File: config.mk
export PLATFORM = sky130hd
export DESIGN_NAME = ser_framed_tx
export DESIGN_NICKNAME = d
export VERILOG_FILES = /design/src/rtl/ser_framed_pkg.sv /design/src/rtl/ser_edge_capture.sv /design/src/rtl/ser_ctrl.sv /design/src/rtl/ser_frame_shift.sv /design/src/rtl/ser_framed_tx.sv
export SDC_FILE = /design/constraint.sdc
export NUM_CORES = 1
export LEC_CHECK = 0
export CAP_MARGIN = 20
export CORE_MARGIN = 2
export CORE_UTILIZATION = 55
export DETAILED_ROUTE_END_ITERATION = 12
export DONT_BUFFER_PORTS = 1
export GPL_TIMING_DRIVEN = 0
export PLACE_DENSITY = 0.75
export SETUP_SLACK_MARGIN = 0.05
export SYNTH_ARGS = -nofsm -noshare
export SYNTH_HDL_FRONTEND = slang
export SYNTH_SLANG_ARGS = --single-unit
File: constraint.sdc
create_clock -name clk_i -period 2.5 [get_ports clk_i]
set_input_delay 0.5 -clock clk_i [delete_from_list [all_inputs] [get_ports clk_i]]
set_output_delay 0.5 -clock clk_i [all_outputs]
set_load 0.1 [all_outputs]
File: src/rtl/ser_framed_pkg.sv
package ser_framed_pkg;
  typedef enum logic [1:0] {
    M_INIT = 2'd0,
    M_DATA = 2'd1,
    M_SYNC = 2'd2
  } mode_t;
endpackage

File: src/rtl/ser_edge_capture.sv
module ser_edge_capture #(
  parameter int DATA_W = 10
) (
  input  logic              clk_i,
  input  logic              rst_ni,
  input  logic              pwrdn_ni,
  input  logic              ref_clk_i,
  input  logic              edge_sel_i,
  input  logic [DATA_W-1:0] data_i,
  output logic              tick_o,
  output logic [DATA_W-1:0] word_o
);
  logic ref_q;

  always_ff @(posedge clk_i or negedge rst_ni)
    if (!rst_ni) ref_q <= 1'b0;
    else         ref_q <= ref_clk_i;

  assign tick_o = edge_sel_i ? (ref_clk_i & ~ref_q) : (~ref_clk_i & ref_q);

  always_ff @(posedge clk_i or negedge rst_ni)
    if (!rst_ni)        word_o <= '0;
    else if (!pwrdn_ni) word_o <= '0;
    else if (tick_o)    word_o <= data_i;
endmodule

File: src/rtl/ser_ctrl.sv
module ser_ctrl
  import ser_framed_pkg::*;
#(
  parameter int INIT_TICKS   = 32,
  parameter int QUAL_TICKS   = 6,
  parameter int BURST_FRAMES = 1024,
  localparam int INIT_W  = $clog2(INIT_TICKS + 1),
  localparam int QUAL_W  = $clog2(QUAL_TICKS + 1),
  localparam int BURST_W = $clog2(BURST_FRAMES + 1)
) (
  input  logic               clk_i,
  input  logic               rst_ni,
  input  logic               pwrdn_ni,
  input  logic               tick_i,
  input  logic               req_i,
  input  logic               frame_done_i,
  output mode_t              mode_o,
  output logic               send_sync_o,
  output logic [QUAL_W-1:0]  qual_cnt_o,
  output logic [BURST_W-1:0] burst_cnt_o
);
  logic [INIT_W-1:0] init_cnt;
  logic              burst_open;

  assign burst_open  = burst_cnt_o < BURST_W'(BURST_FRAMES);
  // decision for the frame loaded in this cycle
  assign send_sync_o = (mode_o == M_SYNC) && (burst_open || req_i);

  always_ff @(posedge clk_i or negedge rst_ni) begin
    if (!rst_ni) begin
      mode_o      <= M_INIT;
      init_cnt    <= '0;
      qual_cnt_o  <= '0;
      burst_cnt_o <= '0;
    end else if (!pwrdn_ni) begin
      mode_o      <= M_INIT;
      init_cnt    <= '0;
      qual_cnt_o  <= '0;
      burst_cnt_o <= '0;
    end else begin
      case (mode_o)
        M_INIT: if (tick_i) begin
          if (init_cnt == INIT_W'(INIT_TICKS - 1)) begin
            mode_o   <= M_DATA;
            init_cnt <= '0;
          end else begin
            init_cnt <= init_cnt + 1'b1;
          end
        end
        M_DATA: if (tick_i) begin
          if (!req_i) begin
            qual_cnt_o <= '0;
          end else if (qual_cnt_o == QUAL_W'(QUAL_TICKS - 1)) begin
            mode_o      <= M_SYNC;
            qual_cnt_o  <= '0;
            burst_cnt_o <= '0;
          end else begin
            qual_cnt_o <= qual_cnt_o + 1'b1;
          end
        end
        M_SYNC: if (frame_done_i) begin
          if (burst_open)  burst_cnt_o <= burst_cnt_o + 1'b1;
          else if (!req_i) mode_o      <= M_DATA;
        end
        default: mode_o <= M_INIT;
      endcase
    end
  end
endmodule

File: src/rtl/ser_frame_shift.sv
module ser_frame_shift #(
  parameter int DATA_W = 10,
  parameter logic [DATA_W-1:0] SYNC_WORD = ~({DATA_W{1'b1}} >> (DATA_W / 2)),
  localparam int FRAME_W = DATA_W + 2,
  localparam int PTR_W   = $clog2(FRAME_W)
) (
  input  logic              clk_i,
  input  logic              rst_ni,
  input  logic              pwrdn_ni,
  input  logic              bit_en_i,
  input  logic              send_sync_i,
  input  logic [DATA_W-1:0] word_i,
  output logic              ser_bit_o,
  output logic [PTR_W-1:0]  ptr_o,
  output logic              frame_done_o
);
  localparam logic [PTR_W-1:0] LAST = PTR_W'(FRAME_W - 1);

  logic [FRAME_W-1:0] shreg;
  logic [DATA_W-1:0]  payload;

  assign payload      = send_sync_i ? SYNC_WORD : word_i;
  assign frame_done_o = pwrdn_ni & bit_en_i & (ptr_o == LAST);
  assign ser_bit_o    = shreg[0];

  always_ff @(posedge clk_i or negedge rst_ni) begin
    if (!rst_ni) begin
      ptr_o <= '0;
      shreg <= {1'b0, {DATA_W{1'b0}}, 1'b1};
    end else if (!pwrdn_ni) begin
      ptr_o <= '0;
      shreg <= {1'b0, {DATA_W{1'b0}}, 1'b1};
    end else if (bit_en_i) begin
      if (ptr_o == LAST) begin
        ptr_o <= '0;
        shreg <= {1'b0, payload, 1'b1};  // stop, payload, start (LSB first)
      end else begin
        ptr_o <= ptr_o + 1'b1;
        shreg <= {1'b0, shreg[FRAME_W-1:1]};
      end
    end
  end
endmodule

File: src/rtl/ser_framed_tx.sv
module ser_framed_tx
  import ser_framed_pkg::*;
#(
  parameter int DATA_W       = 10,
  parameter int INIT_TICKS   = 32,
  parameter int QUAL_TICKS   = 6,
  parameter int BURST_FRAMES = 1024,
  parameter logic [DATA_W-1:0] SYNC_WORD = ~({DATA_W{1'b1}} >> (DATA_W / 2)),
  localparam int FRAME_W = DATA_W + 2,
  localparam int PTR_W   = $clog2(FRAME_W),
  localparam int QUAL_W  = $clog2(QUAL_TICKS + 1),
  localparam int BURST_W = $clog2(BURST_FRAMES + 1)
) (
  input  logic              clk_i,
  input  logic              rst_ni,
  input  logic              bit_en_i,
  input  logic              ref_clk_i,
  input  logic              edge_sel_i,
  input  logic [DATA_W-1:0] data_i,
  input  logic              sync_a_i,
  input  logic              sync_b_i,
  input  logic              en_i,
  input  logic              pwrdn_ni,
  output logic              ser_o,
  output logic              ser_valid_o
);
  logic               tick;
  logic [DATA_W-1:0]  word;
  logic               req;
  mode_t              mode;
  logic               send_sync;
  logic [QUAL_W-1:0]  qual_cnt;
  logic [BURST_W-1:0] burst_cnt;
  logic               ser_bit;
  logic [PTR_W-1:0]   ptr;
  logic               frame_done;

  assign req = sync_a_i | sync_b_i;

  ser_edge_capture #(.DATA_W(DATA_W)) u_cap (
    .clk_i, .rst_ni, .pwrdn_ni, .ref_clk_i, .edge_sel_i, .data_i,
    .tick_o (tick),
    .word_o (word)
  );

  ser_ctrl #(
    .INIT_TICKS(INIT_TICKS), .QUAL_TICKS(QUAL_TICKS), .BURST_FRAMES(BURST_FRAMES)
  ) u_ctrl (
    .clk_i, .rst_ni, .pwrdn_ni,
    .tick_i       (tick),
    .req_i        (req),
    .frame_done_i (frame_done),
    .mode_o       (mode),
    .send_sync_o  (send_sync),
    .qual_cnt_o   (qual_cnt),
    .burst_cnt_o  (burst_cnt)
  );

  ser_frame_shift #(.DATA_W(DATA_W), .SYNC_WORD(SYNC_WORD)) u_shift (
    .clk_i, .rst_ni, .pwrdn_ni, .bit_en_i,
    .send_sync_i  (send_sync),
    .word_i       (word),
    .ser_bit_o    (ser_bit),
    .ptr_o        (ptr),
    .frame_done_o (frame_done)
  );

  assign ser_valid_o = en_i & pwrdn_ni & (mode != M_INIT);
  assign ser_o       = ser_valid_o & ser_bit;
endmodule

### After elaboration in Yosys (flattened, before gate mapping)

Cells that the tools add are included.

* register bits: 49
* input bits: 19
* output and inout bits: 2
* logic and storage cells: 86

* add/sub/neg operators: 4
* order comparisons: 1
* eq/ne operators: 19
* mux-type cells: 36
* bitwise gates (word level): 10
* reductions and logical operators: 8

Operators by type and width (count)
* 11-bit 2-to-1 mux: 7
* 10-bit 2-to-1 mux: 3
* 12-bit 2-to-1 mux: 2
* 6-bit 2-to-1 mux: 4
* 11-bit one-hot mux with 2 select lines: 1
* 2-bit 2-to-1 mux: 9
* 3-bit 2-to-1 mux: 5
* 3-bit != test, second input constant: 5
* 4-bit 2-to-1 mux: 3
* 3-bit by 2-bit != test with 1-bit output, second input constant: 4
* 11-bit by 1-bit adder with 11-bit output, second input constant: 1
* 11-bit < comparator, second input constant: 1
* 8-bit AND reduction: 1
* 1-bit bitwise AND: 7
* 6-bit by 1-bit adder with 6-bit output, second input constant: 1
* 6-bit by 5-bit equality test with 1-bit output, second input constant: 1
* 2-bit by 1-bit != test with 1-bit output, second input constant: 3
* 2-bit one-hot mux with 3 select lines: 1
* 6-bit AND reduction: 1
* 4-bit by 1-bit adder with 4-bit output, second input constant: 1
* 4-bit equality test, second input constant: 1
* 2-bit AND reduction: 2
* 3-bit by 1-bit adder with 3-bit output, second input constant: 1
* 3-bit equality test, second input constant: 1
* 11 further kinds: 12

### Longest topological paths before layout

* word-level depth: 7
* gate-level depth with buffers: 6
* mapped depth without buffers: 5

### Hierarchy

A second synthesis with hierarchy kept.

* cells, all modules: 260
* area, all modules: 2538.7 µm²

Modules (own cells, without submodules)
* ser_ctrl: instances 1, cells each 132, area an instance 1227.4 µm², sequential area each 550.5 µm²
* ser_frame_shift: instances 1, cells each 72, area an instance 757.0 µm², sequential area each 376.6 µm²
* ser_edge_capture: instances 1, cells each 53, area an instance 526.8 µm², sequential area each 275.3 µm²
* ser_framed_tx: instances 1, cells each 3, area an instance 27.5 µm², sequential area each 0.0 µm²

### Least setup slack after synthesis

Ideal clock, no wire load.

* path type: in2out
* start: in pwrdn_ni
* end: out ser_o
* data arrival time: 2831 ps
* required time: 2000 ps
* setup slack: -831 ps
* cell stages on the path: 3
* path buffers: 1
* path through: clkbuf_1 > nand2_1 > nor3_1

* longest elaborated chain between the ends: 3

RTL lines
* from (decl): RTL line ser_framed_tx.sv:23 `input logic pwrdn_ni,`
* 1-bit bitwise AND (2 in series): RTL line ser_framed_tx.sv:68 `assign ser_valid_o = en_i & pwrdn_ni & (mode != M_INIT);`
* 1-bit bitwise AND: RTL line ser_framed_tx.sv:69 `assign ser_o = ser_valid_o & ser_bit;`
* to (decl): RTL line ser_framed_tx.sv:24 `output logic ser_o,`

Every way passes these cells.

### Worst setup path after layout

* start: in pwrdn_ni
* end: out ser_valid_o

* longest elaborated chain between the ends: 2

RTL lines
* 1-bit bitwise AND (2 in series): RTL line ser_framed_tx.sv:68
* to (decl): RTL line ser_framed_tx.sv:25 `output logic ser_valid_o`

Every way passes these cells.

==> impl_results.md <==
- Gr ovfl total: 0
- Via-per-instance ratio: 6.01
- Detailed Route WL: 4930 µm
- I/O pin count: 21
- Ys flop type: dfrtp_1
- Final Power: 1.39 mW
- Max Clk Rate: 425 MHz
- Max IR drop VDD: 0.000401 V
- Final hold vios: 0
- Met3 Track Usage GR: 3.85%
- Int Pwr: 1.03 mW
- Post-DP HPWL: 3400 µm
- Placed insts: 301
- Placement Rows: 24
- Status: completed
- CTS tree: built
- CTS H-Tree Depth: 2
- CTS buffer count: 5
- Core Region: 0.00435 mm²
- Clk_lat worst skew: 0.31 ns
- CP Launch Type: primary input
- WL per Instance: 15.9 µm
- Unrepaired setup endpoints after global routing: false
- Die area: 0.00506 mm²
- Area Growth Syn to Fin: 8.02%
- Post-synthesis sequential area ratio: 48.5%
- Max_slew headroom: 29.9%
- Number of synthesized flops with an enable pin: 0
- N_diodes: 0
- Clock Power Share: 33.9%
- Slew @ Worst Pin: 1.05 ns
- Post_cts resized: 0
- Clk sinks: 48
- Crit path kind: primary input to primary output
- DRT antenna net count: 0
- Worst path slowest cell: nor2_2
- Hold WC Path Type: primary input to asynchronous set/reset pin
- Flop pwr share: 58.0%
- Root Buffer: clkbuf_8
- Cell leakage power: 1.27 nW
- Crit path DAT: 1.86 ns
- GPL Wtd Cong: 0.790
- Wire length of the first global-routing pass: 8680 µm
- Final #Nets: 279
- Fin crit period: 2.36 ns
- RR Endpoint: u_shift.shreg[1]
- Clock Pin Slew Worst Setup and Hold Paths: 0.09 ns
- M2 GR Usage: 34.2%
- DRC: 0
- Post-synth net total: 271
- Fin cells: 310
- Max cap viols: 0
- Share of layout cells above drive strength 1: 9.69%
- CTS Hold Bufs: 1
- Vias: 1,863
- Post-CTS Setup Inserts: 0
- Sw frac: 25.8%
- Largest net degree at the start of global routing: 48
- Initial antenna violation count: 0
- Crit-path cells: clkbuf_1, nand2_1, nor2_2
- CTS Buffer Depth: 2
- R2r setup slk: 0.67 ns
- Reg2reg start: u_shift.ptr_o[0]
- PwrDens: 519 mW/mm²
- Yosys reg bits: 48
- Critical Path Sink Type: primary output
- Worst-path maximum fanout: 10
- IO Port Bufs: 0
- Ys Warns: 0
- Period utilization: 94.2%
- Final setup vio count: 0
- Worst Clk Skew: 0.00690 ns
- Post-synthesis average cell area: 9.96 µm²
- Critical Path RT: 2.00 ns
- Gate Count Post-Synth: 249
- Post-Synthesis Cell Area: 0.00248 mm²
- Drt pass-1 iters: 4
- Number of global-route vias before repair: 1,829
- Sw Pwr: 0.359 mW
- Global-route usage over all layers: 21.8%
- Synth cell types: 53
- Die X-Extent: 71.2 µm
- Comb pwr share: 8.1%
- Die H: 71.2 µm
- Grt peak-use layer: met2
- Register-to-Register Path Depth: 6
- Slowest stage delay, CP: 0.84 ns
- Starting density of the core: 57.0%
- GR Util met1: 30.6%
- Asr flop ratio synth: 100%
- Slew Limit Fails: 0
- Iteration-0 DRC count of the detailed router: 116
[critical path, delay by kind of cell]
kind / cells / cell delay (ns)
and+or+nand+nor: 2 / 1.04
buffers and inverters: 1 / 0.32
[cells in the mapped netlist, drive strengths merged, types with 3 or more instances]
library cell,instances,share of area (%)
o31ai,6,1.8
ha,3,1.5
o21ai,11,2.4
nand4,3,0.76
and3b,4,1.4
nor2b,9,2.3
clkbuf,6,0.91
dfrtp,47,47
nand2b,6,1.5
nand2,33,5.0
o221ai,4,1.4
a21boi,19,5.8
nand3,9,1.8
nor2,12,1.9
buf,6,1.2
or2,3,0.76
o211ai,4,1.2
a22o,5,1.8
a21o,12,3.6
a211o,3,1.1
nor3b,3,1.4
nor3,6,1.2
and3,5,1.3
mux2i,4,1.6
[layer usage]
layer / wire length (µm) / part of all wire [%]
met1: 2390 / 48
met2: 2340 / 48
met3: 128 / 2.6
met4: 76 / 1.5
met5: 0 / 0
[worst max path at each step]
stage | cells after the start | from | slack (ns) | to
CTS | 3 | pwrdn_ni | 0.13 | ser_valid_o
floorplan | 3 | pwrdn_ni | -0.0009 | ser_o
finish | 3 | pwrdn_ni | 0.14 | ser_valid_o
global route | 3 | pwrdn_ni | 0.06 | ser_valid_o
detailed placement | 3 | pwrdn_ni | 0.13 | ser_valid_o
global placement | 3 | pwrdn_ni | -0.22 | ser_o
[logic make-up after synthesis]
kind of cell               count (synthesis)  synth area share [%]
and+or+nand+nor                          104                  22.8
AOI/OAI and AO/OA                         73                  22.0
DFF                                       48                  48.5
buffers and inverters                     14                  2.37
muxes                                      5                  2.07
adders and majority gates                  3                  1.51
xor gates and xnor gates                   2                 0.706
[flip-flops by register name (all words and copies together), names as in the netlist]
signal / count
u_shift.ptr_o: 4
u_cap.ref_q: 1
u_cap.word_o: 10
u_ctrl.burst_cnt_o: 11
u_ctrl.qual_cnt_o: 3
u_ctrl.mode_o: 2
u_shift.shreg: 11
u_ctrl.init_cnt: 6
[layout by cell type, fill, tap and decap left out, drive strengths merged, types with 2 or more instances in the layout]
cell      instances
a211o             3
a21boi           19
a21o             12
a22o              5
and2              2
and3              5
and3b             4
buf               7
clkbuf           11
clkinvlp          2
dfrtp            47
ha                3
inv               2
mux2i             4
nand2            33
nand2b            6
nand3             9
nand4             3
nor2             12
nor2b             9
nor3              6
nor3b             3
o211ai            4
o21ai            11
o221ai            4
o31ai             6
or2               3
xnor2             2
[metrics by stage]
stage                     instance area [µm²]  util (%)  hold slack, ns    TNS, ns  setup WS, ns
after global routing                     2680      61.5         0.00489          0        0.0557
after global placement                   2550      58.6           0.206     -0.224        -0.224
after detailed placement                 2560      58.8           0.206          0         0.132
after CTS                                2680      61.5          0.0107          0         0.128
final                                    2680      61.5          0.0173          0         0.145
after floorplan                          2490         -           0.204  -0.000879     -0.000879
[layout make-up]
class | instances | area (µm²)
Inverter | 2 | 7.51
Tap cell | 52 | 65.1
Timing Repair Buffer | 1 | 27.5
Buffer | 12 | 51.3
Fill cell | 385 | 1680
Multi-Input combinational cell | 187 | 1230
Clock inverter | 3 | 23.8
Clock buffer | 5 | 68.8
Sequential cell | 48 | 1200
[power by group through the flow]
| stage | Combinational (mW) | Clock (mW) | Sequential (mW) |
|---|---|---|---|
| final | 0.113 | 0.471 | 0.805 |
| after global routing | 0.127 | 0.513 | 0.808 |
| after CTS | 0.114 | 0.481 | 0.805 |
| after detailed placement | 0.0935 | 0 | 0.821 |
| after global placement | 0.0898 | 0 | 0.820 |
| after floorplan | 0.0736 | 0 | 0.817 |
(Power assumes the default switching activity.)
